==> config.mk <==
export PLATFORM = sky130hd
export DESIGN_NAME = rank_act_limiter
export DESIGN_NICKNAME = d
export VERILOG_FILES = /design/src/rtl/rank_act_pkg.sv /design/src/rtl/act_history.sv /design/src/rtl/act_window_calc.sv /design/src/rtl/bank_counter.sv /design/src/rtl/rank_act_limiter.sv
export SDC_FILE = /design/constraint.sdc
export NUM_CORES = 1
export LEC_CHECK = 0
export ABC_AREA = 1
export CELL_PAD_IN_SITES_DETAIL_PLACEMENT = 1
export CELL_PAD_IN_SITES_GLOBAL_PLACEMENT = 1
export CORE_UTILIZATION = 45
export DETAILED_ROUTE_END_ITERATION = 16
export GPL_TIMING_DRIVEN = 0
export PLACE_DENSITY = 0.87
export SYNTH_ARGS = -nofsm -noshare
export SYNTH_HDL_FRONTEND = slang
export SYNTH_SLANG_ARGS = --single-unit
==> constraint.sdc <==
create_clock -name clk -period 6.4 [get_ports clk]
set_input_delay 1.28 -clock clk [delete_from_list [all_inputs] [get_ports clk]]
set_output_delay 1.28 -clock clk [all_outputs]
set_load 0.05 [all_outputs]
==> src/rtl/rank_act_pkg.sv <==
package rank_act_pkg;

  typedef enum logic [1:0] {
    CNT_HOLD = 2'd0,
    CNT_UP   = 2'd1,
    CNT_DOWN = 2'd2
  } cnt_step_e;

endpackage

==> src/rtl/act_history.sv <==
module act_history #(
  parameter int DEPTH = 8,
  parameter int SW    = 16,
  parameter int LW    = 4
) (
  input  logic          clk,
  input  logic          rst_n,
  input  logic          push,
  input  logic [SW-1:0] stamp,
  input  logic [LW-1:0] depth_sel,
  output logic [SW-1:0] oldest_before,
  output logic [SW-1:0] oldest_after
);

  logic [SW-1:0] slot_q [DEPTH];

  for (genvar i = 0; i < DEPTH; i++) begin : g_slot
    logic [SW-1:0] slot_d;
    if (i == 0) begin : g_head
      assign slot_d = stamp;
    end else begin : g_body
      assign slot_d = slot_q[i-1];
    end
    always_ff @(posedge clk or negedge rst_n) begin
      if (!rst_n) begin
        slot_q[i] <= '0;
      end else if (push) begin
        slot_q[i] <= slot_d;
      end
    end
  end

  always_comb begin
    oldest_before = '0;
    oldest_after  = '0;
    if (depth_sel == LW'(1)) begin
      oldest_after = stamp;
    end
    for (int k = 0; k < DEPTH; k++) begin
      if (depth_sel == LW'(k + 1)) begin
        oldest_before = slot_q[k];
      end
      if (k > 0 && depth_sel == LW'(k + 1)) begin
        oldest_after = slot_q[k-1];
      end
    end
  end

endmodule

==> src/rtl/act_window_calc.sv <==
module act_window_calc #(
  parameter int SW  = 16,
  parameter int RRD = 4,
  parameter int XAW = 20
) (
  input  logic          act,
  input  logic [SW-1:0] stamp,
  input  logic          window_on,
  input  logic [SW-1:0] oldest_before,
  input  logic [SW-1:0] oldest_after,
  input  logic [SW-1:0] cur_earliest,
  output logic [SW-1:0] nxt_earliest,
  output logic          breach
);

  logic [SW-1:0] spacing_at;
  logic [SW-1:0] window_at;
  logic          window_hit;

  always_comb begin
    spacing_at = stamp + SW'(RRD);
    window_at  = oldest_after + SW'(XAW);
    window_hit = window_on && (oldest_after != '0) &&
                 ((stamp - oldest_after) < SW'(XAW));
    breach     = act && window_on && (oldest_before != '0) &&
                 ((stamp - oldest_before) < SW'(XAW));
    nxt_earliest = cur_earliest;
    if (act) begin
      if (spacing_at > nxt_earliest) begin
        nxt_earliest = spacing_at;
      end
      if (window_hit && (window_at > nxt_earliest)) begin
        nxt_earliest = window_at;
      end
    end
  end

endmodule

==> src/rtl/bank_counter.sv <==
module bank_counter
  import rank_act_pkg::*;
#(
  parameter int BANKS = 8,
  parameter int CW    = 4
) (
  input  logic          clk,
  input  logic          rst_n,
  input  logic          inc,
  input  logic          dec,
  output logic [CW-1:0] count
);

  cnt_step_e     step;
  logic [CW-1:0] count_d;
  logic          count_en;

  always_comb begin
    step = CNT_HOLD;
    if (inc && !dec && count != CW'(BANKS)) begin
      step = CNT_UP;
    end else if (dec && !inc && count != '0) begin
      step = CNT_DOWN;
    end
    count_en = (step != CNT_HOLD);
    count_d  = (step == CNT_UP) ? count + CW'(1) : count - CW'(1);
  end

  always_ff @(posedge clk or negedge rst_n) begin
    if (!rst_n) begin
      count <= '0;
    end else if (count_en) begin
      count <= count_d;
    end
  end

endmodule

==> src/rtl/rank_act_limiter.sv <==
module rank_act_limiter #(
  parameter int STAMP_W = 16,
  parameter int MAX_X   = 8,
  parameter int RRD     = 4,
  parameter int XAW     = 20,
  parameter int BANKS   = 8,
  localparam int LW     = $clog2(MAX_X + 1),
  localparam int CW     = $clog2(BANKS + 1)
) (
  input  logic               clk,
  input  logic               rst_n,
  input  logic               act_valid,
  input  logic [STAMP_W-1:0] act_stamp,
  input  logic [LW-1:0]      act_limit,
  input  logic               pre_valid,
  output logic [STAMP_W-1:0] earliest_act,
  output logic               violation,
  output logic [CW-1:0]      active_banks
);

  logic [LW-1:0]      depth_sel;
  logic [STAMP_W-1:0] oldest_before;
  logic [STAMP_W-1:0] oldest_after;
  logic [STAMP_W-1:0] earliest_d;
  logic               breach;
  logic               viol_q;

  assign depth_sel = (act_limit > LW'(MAX_X)) ? LW'(MAX_X) : act_limit;

  act_history #(.DEPTH(MAX_X), .SW(STAMP_W), .LW(LW)) u_hist (
    .clk           (clk),
    .rst_n         (rst_n),
    .push          (act_valid),
    .stamp         (act_stamp),
    .depth_sel     (depth_sel),
    .oldest_before (oldest_before),
    .oldest_after  (oldest_after)
  );

  act_window_calc #(.SW(STAMP_W), .RRD(RRD), .XAW(XAW)) u_calc (
    .act           (act_valid),
    .stamp         (act_stamp),
    .window_on     (depth_sel != '0),
    .oldest_before (oldest_before),
    .oldest_after  (oldest_after),
    .cur_earliest  (earliest_act),
    .nxt_earliest  (earliest_d),
    .breach        (breach)
  );

  bank_counter #(.BANKS(BANKS), .CW(CW)) u_cnt (
    .clk   (clk),
    .rst_n (rst_n),
    .inc   (act_valid),
    .dec   (pre_valid),
    .count (active_banks)
  );

  always_ff @(posedge clk or negedge rst_n) begin
    if (!rst_n) begin
      earliest_act <= '0;
    end else if (act_valid) begin
      earliest_act <= earliest_d;
    end
  end

  always_ff @(posedge clk or negedge rst_n) begin
    if (!rst_n) begin
      viol_q <= 1'b0;
    end else if (breach) begin
      viol_q <= 1'b1;
    end
  end

  assign violation = viol_q | breach;

endmodule

# ---- Word-level counts from Yosys, hierarchy flattened
# Cells that the tools add are included.
# W data, S select, Z words.
dict set report word_totals {
  ff_bits 149
  inputBits 24
  output_inout_bits 21
  wordCells 73
}
dict set report op_classes {
  n_addsub 6
  magnitude_cmp 5
  n_eq_ne 10
  mux 23
  n_bitwise 1
  n_reduce_logical 17
}
# op n
set op_table {}
lappend op_table {{$mux W16} 19}
lappend op_table {{$gt A16 B16 Y1} 2}
lappend op_table {{$lt A16 B5 Y1 const B} 2}
lappend op_table {{$reduce_bool A16 Y1} 2}
lappend op_table {{$sub A16 B16 Y16} 2}
lappend op_table {{$add A16 B3 Y16 const B} 1}
lappend op_table {{$add A16 B5 Y16 const B} 1}
lappend op_table {{$eq A4 B3 Y1 const B} 4}
lappend op_table {{$logic_and A1 B1 Y1} 10}
lappend op_table {{$eq A4 B2 Y1 const B} 2}
lappend op_table {{$mux W4} 2}
lappend op_table {{$reduce_bool A4 Y1} 2}
lappend op_table {{$add A4 B1 Y4 const B} 1}
lappend op_table {{$eq A4 B1 Y1 const B} 1}
lappend op_table {{$eq A4 B4 Y1 const B} 1}
lappend op_table {{$gt A4 B4 Y1 const B} 1}
lappend op_table {{$mux W2} 2}
lappend op_table {{$ne A4 B4 Y1 const B} 1}
lappend op_table {{$sub A4 B1 Y4 const B} 1}
lappend op_table {{$eq A2 B1 Y1 const B} 1}
lappend op_table {{$logic_not A1 Y1} 2}
lappend op_table {{$reduce_bool A2 Y1} 1}
lappend op_table {{$or A1 B1 Y1} 1}

# ---- Depth between registers and ports, before layout
# Gate-level depths: netlist (run 1).
dict set report logic_depth {
  ltp_word 16
  ltp_mapped 37
  depth_no_buf 35
}

# ---- Modules after synthesis
# A second synthesis (run 1) with hierarchy kept.
dict set report hier_totals {
  hier_cells 1752
  area_unflattened_um2 11768.8
}
# mod instances cells_per_inst area_per_inst_um2 seq_area_each_um2
set modules_own_cells {}
lappend modules_own_cells {act_history 1 865 6718.9 3203.1}
lappend modules_own_cells {act_window_calc 1 767 4016.4 0.0}
lappend modules_own_cells {rank_act_limiter 1 80 725.7 425.4}
lappend modules_own_cells {bank_counter 1 40 307.8 100.1}

# ---- Least setup slack after synthesis (run 1)
# OpenSTA, ideal clock, no wires.
dict set report synth_path {
  path_type {input -> output}
  startpoint {input act_limit[2]}
  endpoint {output violation}
  arrival_time_ps 4575
  required_time_ps 5120
  path_slack_ps 545
  path_stages 25
  path_buffers 6
  path_cell_list {buf_4 inv_2 buf_4 nor2_2 buf_4 buf_4 buf_4 buf_2 inv_1 nor2_1 a2111oi_0 ha_1 nand2_1 nand2_1 nand2_1 nand2_1 nand2_1 nand3_1 nand2_1 nand2_1 nand2_1 nand3_1 nor2_1 nand4_1 nand2_1}
}
dict set report synth_between {
  elab_chain_len 15
  word_cells_on_any_way 26
  classes_between {1 x add/sub; 2 x order compare; 8 x eq/ne; 9 x mux; 1 x bitwise; 5 x reduce/logical}
}
# item line_no
set synth_rtl {}
lappend synth_rtl {{start, declared} rank_act_limiter.sv:14} ;# input logic [LW-1:0] act_limit,
lappend synth_rtl {{$gt A4 B4 Y1} rank_act_limiter.sv:28} ;# assign depth_sel = (act_limit > LW'(MAX_X)) ? LW'(MAX_X) : act_limit;
lappend synth_rtl {{$mux W4 *} rank_act_limiter.sv:28}
lappend synth_rtl {{$eq A4 B1 Y1} act_history.sv:40} ;# if (depth_sel == LW'(k + 1)) begin
lappend synth_rtl {{$mux W16 (8 in series)} act_history.sv:40}
lappend synth_rtl {{$sub A16 B16 Y16 / $reduce_bool A16 Y1 (equally long branches)} {act_window_calc.sv:26, act_window_calc.sv:25}}
lappend synth_rtl {{$lt A16 B5 Y1 / $logic_and A1 B1 Y1 (equally long branches)} {act_window_calc.sv:26, act_window_calc.sv:25}}
lappend synth_rtl {{$logic_and A1 B1 Y1 *} act_window_calc.sv:25} ;# breach = act && window_on && (oldest_before != '0) &&
lappend synth_rtl {{$or A1 B1 Y1 *} rank_act_limiter.sv:75} ;# assign violation = viol_q | breach;
lappend synth_rtl {{end, declared} rank_act_limiter.sv:17} ;# output logic violation,
# Mark *: on every way between the ends. The rest lies on a longest branch, timed or not.

# ---- Final worst setup path (run 1)
dict set report layout_path {
  startpoint {input act_stamp[3]}
  endpoint {register earliest_act[6]}
}
dict set report layout_between {
  elab_chain_len 13
  word_cells_on_any_way 21
  classes_between {3 x add/sub; 3 x order compare; 11 x mux; 4 x reduce/logical}
}
# item line_no
set layout_rtl {}
lappend layout_rtl {{start, declared} rank_act_limiter.sv:13} ;# input logic [STAMP_W-1:0] act_stamp,
lappend layout_rtl {{$mux W16} act_history.sv:36} ;# if (depth_sel == LW'(1)) begin
lappend layout_rtl {{$mux W16 (7 in series)} act_history.sv:43} ;# if (k > 0 && depth_sel == LW'(k + 1)) begin
lappend layout_rtl {{$sub A16 B16 Y16 / $reduce_bool A16 Y1 (equally long branches)} {act_window_calc.sv:24, act_window_calc.sv:23}}
lappend layout_rtl {{$lt A16 B5 Y1 / $logic_and A1 B1 Y1 (equally long branches)} {act_window_calc.sv:24, act_window_calc.sv:23}}
lappend layout_rtl {{$logic_and A1 B1 Y1} act_window_calc.sv:23} ;# window_hit = window_on && (oldest_after != '0) &&
lappend layout_rtl {{$logic_and A1 B1 Y1} act_window_calc.sv:32} ;# if (window_hit && (window_at > nxt_earliest)) begin
lappend layout_rtl {{$mux W16 *} act_window_calc.sv:32}
lappend layout_rtl {{end signal, assigned} rank_act_limiter.sv:63} ;# earliest_act <= earliest_d;
lappend layout_rtl {{end, declared} rank_act_limiter.sv:16} ;# output logic [STAMP_W-1:0] earliest_act,
# Mark *: on every way between the ends. The rest lies on a longest branch, timed or not. The select of a mux whose other input is x is not followed.
# A chain may end at the register's enable or synchronous reset.

==> results.toml, run 1 <==
[pwr]
power_density_mw_per_mm2 = 327
power_mw = 4.35
power.ir.vdd_worst_mv = 0.313
leakage_nw = 6.61

[worst_setup_path]
reg2reg_setup_slack_ns = 1.77
cp_slowest_stage_delay_ns = 0.57
worst-path-max-fanout = 10
cpMostUsedCell = "nand2_1"
reg2reg_to = "earliest_act[6]"
crit_arrival_ns = 6.65
required_ns = 6.73
critPathSlowestCell = "a2111oi_1"
worstSetupStartpointType = "input pin"
rr_startpoint = "u_hist.g_slot[2].slot_d[4]"
end_kind = "flop"
critical_path_class = "input pin to flop"
reg2reg_depth = 28

[die]
initial_core_util_pct = 46.2
rows = 57
die_area_mm2 = 0.0257
fp.dieH_um = 160
dieWidth_um = 160
pin_count = 45
fp.coreArea_mm2 = 0.0245

[clock_tree]
cts_max_level = 4
cts-root-buf = "clkbuf_16"
cts_tree = "done"
cts_buffer_depth = 2
cts-buffers-inserted = 17
clk_latency_ns = 0.46
clk_pin_slew_worst_paths_ns = 0.08
hold_buffers = 0
cts.sinks = 149

[timing]
hold_violations = 0
worst_pin_slew_ns = 0.917
fmaxAchievable_mhz = 158
finalCriticalPeriod_ns = 6.31
finalMaxSlewViolations = 0
finClkSkew_ns = 0.0159
fin_crit_sh_pct = 98.7
maxSlewHeadroom_pct = 38.8
setup-violations-final = 0

[logic_synthesis]
synth_top_flop_cell = "dfrtp_1"
synth_top_area_share_pct = 33.0
yosys.area.top_type = "dfrtp_1"
synth_area_leaders = "dfrtp_1 (33%), nand2_1 (19%), o21ai_0 (8.8%), inv_1 (7.5%), ha_1 (6.1%)"
ys_types = 50
yosys_warnings = 0
yosysMostFrequentCell = "nand2_1"
synth_cells = 1707
yosysSeqAreaShare_pct = 33.0
async_reset_ff_share_pct = 100
netlist_area_mm2 = 0.0113
synth_fp_nets = 1787
yosys-top-cells-count = "nand2_1 (565), inv_1 (226), o21ai_0 (198), dfrtp_1 (149), nand3_1 (103)"
synth-seq-cells = 149
synth_edf_count = 0
avgSynthCellArea_um2 = 6.62

[worst_hold_path]
min_path_type = "flop to flop"
min_from = "viol_q"
hold_depth = 2
min_to = "viol_q"

[placed_design]
portBuffers = 43
place_hpwl_um = 34600
place_congestion = 0.915
dpl_cell_area_mm2 = 0.0122
placed_cells_incl_taps = 2075

[layout]
nFillCells = 3220
insertedDiodeCount = 0
drive_gt1_share_pct = 10.6
post-route-cell-area_mm2 = 0.0133
multi_input_area_mm2 = 0.00673
seqCellArea_mm2 = 0.00373
final_cell_count_no_fill = 2121
area_growth_pct = 17.9
nNetsFinal = 1864

[grt]
grt_pass1_vias = 13100
grt_max_degree = 77
antenna_found_initial = 0
grt_overflow = 0
grt_usage_pct = 36.6
grt_pass1_wl_um = 72200

[routing]
drc = 0
ant_nets = 0
drt_first_pass_iters = 5
drtIter0Drc = 829
wl_per_cell_um = 22.0
via_count = 12700
via_per_inst = 5.97
wirelength_um = 46600

[status]
status = "complete, no violations"

[job]
max_cap_viol_count = 0
state kept, by name (all words and copies together), names as in the netlist:
signal / flops
u_cnt.count: 4
u_hist.slot_q: 16
earliest_act: 16
u_hist.g_slot.slot_d: 112
viol_q: 1
report_power, final:
| part | total, mW | internal, mW | switching [mW] | leakage [nW] |
|---|---|---|---|---|
| clock network | 1.04 | 0.553 | 0.487 | 0.280 |
| logic | 2.03 | 0.659 | 1.37 | 4.44 |
| registers | 1.28 | 1.11 | 0.169 | 1.88 |
critical path, delay by kind of cell:
family	cells	cell delay (ns)
xor gates and xnor gates	1	0.25
adders and majority gates	2	0.60
AOI/OAI and AO/OA	5	1.28
buffers and inverters	6	0.85
and+or+nand+nor	18	2.36
per-layer routing:
metal / GRT usage (%) / vias to the layer above / wire [um]
met1: 43.2 / 6280 / 18400
met5: 0 / - / 0
met4: 20.1 / 0 / 2360
li1: - / 5720 / -
met2: 62.2 / 498 / 22500
met3: 7.67 / 155 / 3290
kinds of logic (layout without fill, tap and decap cells):
group | Yosys count | in the layout | synth area share [%]
buffers and inverters | 299 | 389 | 10.6
AO/OA/AOI/OAI | 322 | 322 | 15.4
multiplexers | 1 | 1 | 0.0997
AND/OR/NAND/NOR | 851 | 851 | 32.4
adder cells (fa/ha/maj) | 56 | 56 | 6.27
XOR/XNOR | 29 | 29 | 2.25
flip-flops | 149 | 149 | 33.0
cell type report:
cell class | instances | share of cell area [%]
flip-flops and latches | 149 | 28.0
multi-input cells | 1259 | 50.5
well taps | 324 | 3.04
repair buffers | 63 | 4.39
inverters | 234 | 6.69
clock inverters | 15 | 1.18
plain buffers | 60 | 2.95
clock buffers | 17 | 3.20
how the worst max path moves through the flow:
stage / endpoint / slack, ns / depth (start not counted) / from
after floorplan: violation / 0.55 / 25 / act_limit[2]
after global placement: u_hist.g_slot[6].slot_d[3] / -2.41 / 1 / rst_n
after detailed placement: violation / -2.07 / 24 / act_limit[3]
after CTS: violation / -0.008 / 26 / act_limit[1]
after global routing: earliest_act[6] / -0.21 / 38 / act_stamp[3]
final: earliest_act[6] / 0.09 / 32 / act_stamp[3]
cells in the final DEF (no fill, tap or decap), types with 5 or more instances in the layout:
cell               n
a21oi_1           52
a21oi_2            5
buf_2             11
buf_4             24
buf_6             14
clkbuf_1          28
clkbuf_16         17
clkdlybuf4s50_1   28
clkinvlp_4         5
dfrtp_1          149
ha_1              49
ha_4               6
inv_1            217
inv_2             14
inv_6              5
inv_8              5
nand2_1          557
nand2_2           16
nand3_1           99
nand4_1           53
nor2_1            78
nor2_4            10
nor3_1             5
o21ai_0          180
o21ai_1           28
o21ai_2            5
o21bai_1           5
o221ai_2           5
o22ai_1           13
xnor2_1            9
xor2_1            20
per-stage QoR:
step	utilization (%)	TNS [ns]	hold WS, ns	setup WS, ns
after CTS	53.0	-0.00795	0.471	-0.00795
after global placement	49.6	-378.70	0.435	-2.41
after global routing	54.4	-2.28	0.497	-0.214
after floorplan	-	0	0.423	0.545
final	54.4	0	0.461	0.0857
after detailed placement	49.7	-26.49	0.453	-2.07
timing repair:
action,4_1_cts,5_1_grt
setup endpoints to repair,17,17
cloned,0,0
resized for setup,91,100
pin swaps,8,20
setup buffers,3,16
(Power assumes the default switching activity.)
==> run 2: changes to the inputs <==
Settings changed: CORE_MARGIN set to 2, CTS_CLUSTER_DIAMETER set to 40.
==> run 2 against run 1 <==
Net effect: die area grew 2.5%; highest routed layer unchanged; via count shrank 1.9%; largest cell class unchanged; final cell count is 0.52% lower; critical endpoint is now violation.
==> results.toml, run 2 (synthesized netlist as in run 1, its figures left out) <==
[pwr]
leakage_nw = 6.59
power_frac_comb_pct = 44.9
intPower_mw = 2.40
power.ir.vdd_worst_mv = 0.235
power_density_mw_per_mm2 = 333
swShare_pct = 45.5
clockPowerShare_pct = 26.1
p_seq_share_pct = 29.0
p_sw_mw = 2.00

[grt]
grt_max_degree = 81
grt_pass1_vias = 13000
grt_pass1_wl_um = 71900
grt_usage_pct = 35.6
grt_overflow = 0
antenna_found_initial = 0

[clock_tree]
cts_tree = "done"
cts-buffers-inserted = 17
cts_buffer_depth = 2
clk_pin_slew_worst_paths_ns = 0.08
cts.sinks = 149
cts_max_level = 4
clk_latency_ns = 0.45
cts-root-buf = "clkbuf_16"

[die]
pin_count = 45
dieWidth_um = 162
fp.coreArea_mm2 = 0.0245
die_area_mm2 = 0.0264
rows = 57
fp.dieH_um = 162
initial_core_util_pct = 46.2

[layout]
insertedDiodeCount = 0
drive_gt1_share_pct = 9.18
nNetsFinal = 1853
final_common_cell = "nand2_1"
utilization_pct = 54.0
largest_reg_flops = 112
area_growth_pct = 16.9
nFillCells = 3214
final_cell_count_no_fill = 2110
layout_common_cells = "nand2_1 (561), inv_1 (223), o21ai_0 (183)"

[timing]
finalCriticalPeriod_ns = 6.28
finClkSkew_ns = 0.0164
setup-violations-final = 0
finalMaxSlewViolations = 0
fmaxAchievable_mhz = 159
setup_slack_ns = 0.122
maxSlewHeadroom_pct = 38.0
hold_violations = 0
worst_pin_slew_ns = 0.929
fin_crit_sh_pct = 98.1
fin_hold_ws_ns = 0.455
finalSetupTns_ns = 0

[placed_design]
portBuffers = 43
place_hpwl_um = 34500
placed_cells_incl_taps = 2076
dp_slack_ns = -1.93
place_congestion = 0.948

[worst_setup_path]
worst-path-max-fanout = 10
end_kind = "output pin"
cp_slowest_stage_delay_ns = 0.32
critical_path_class = "input pin to output pin"
crit_buf_inv = 7
worstSetupStartpointType = "input pin"
crit_arrival_ns = 5.00
cp_top_family = "simple AND/OR/NAND/NOR gates"
required_ns = 5.12
cpMostUsedCell = "nand2_1"
critPathSlowestCell = "ha_4"

[routing]
ant_nets = 0
drc = 0
drtIter0Drc = 947
wl_per_cell_um = 21.9
via_per_inst = 5.88
drt_first_pass_iters = 5
via_count = 12400
wirelength_um = 46200

[worst_hold_path]
min_path_type = "flop to flop"

[job]
max_cap_viol_count = 0

[status]
status = "complete, no violations"
run 2: final timing paths:
| check | start | end | slack, ns | cells after the start |
|---|---|---|---|---|
| max reg2reg | u_hist.g_slot[1].slot_d[2] | earliest_act[9] | 1.69 | 31 |
| min | viol_q | viol_q | 0.46 | 2 |
| min in group asynchronous | rst_n | earliest_act[1] | 0.66 | 1 |
| min reg2reg | viol_q | viol_q | 0.46 | 2 |
| max | act_limit[3] | violation | 0.12 | 26 |
| max in group asynchronous | rst_n | u_hist.g_slot[5].slot_d[6] | 4.79 | 3 |
run 2: what timing repair did:
action | in CTS | in global routing
hold buffers | 0 | 0
pin swaps | 4 | 15
endpoints found under the setup margin | 17 | 17
gates resized for setup | 78 | 70
setup buffers | 1 | 5
run 2: per-layer routing:
| metal | global-route usage [%] | vias up | routed length [um] |
|---|---|---|---|
| met5 | 0 | - | 0 |
| met4 | 19.5 | 0 | 2800 |
| met3 | 5.86 | 139 | 3180 |
| met2 | 59.3 | 488 | 21400 |
| met1 | 44.0 | 6093 | 18800 |
| li1 | - | 5693 | - |
run 2: power groups by stage:
stage	registers (mW)	clock network [mW]	logic [mW]
global placement	1.27	0	1.76
finish	1.27	1.15	1.97
global route	1.29	1.20	2.18
detailed placement	1.28	0	1.84
CTS	1.27	1.15	1.90
floorplan	1.46	0	1.04
run 2: final cells by class:
type | count | area, um2 | area share [%]
Clock buffer | 17 | 425 | 3.22
Timing Repair Buffer | 51 | 517 | 3.91
Buffer | 61 | 350 | 2.65
Tap cell | 324 | 405 | 3.07
Multi-Input combinational cell | 1259 | 6660 | 50.4
Clock inverter | 15 | 238 | 1.80
Sequential cell | 149 | 3730 | 28.2
Inverter | 234 | 882 | 6.68
run 2: metrics by stage:
stage | power, mW | instance area, um2
after floorplan | 2.50 | 11300
after global placement | 3.04 | 12100
after detailed placement | 3.13 | 12200
after CTS | 4.32 | 13000
after global routing | 4.68 | 13200
final | 4.40 | 13200
run 2: worst reg2reg max path: cells and delay by family, from the launching register on:
kind,cells,cell delay (ns)
xor+xnor,1,0.41
fa+ha+maj,2,0.46
buf+inv,5,0.55
flops,1,0.39
simple gates,23,2.78
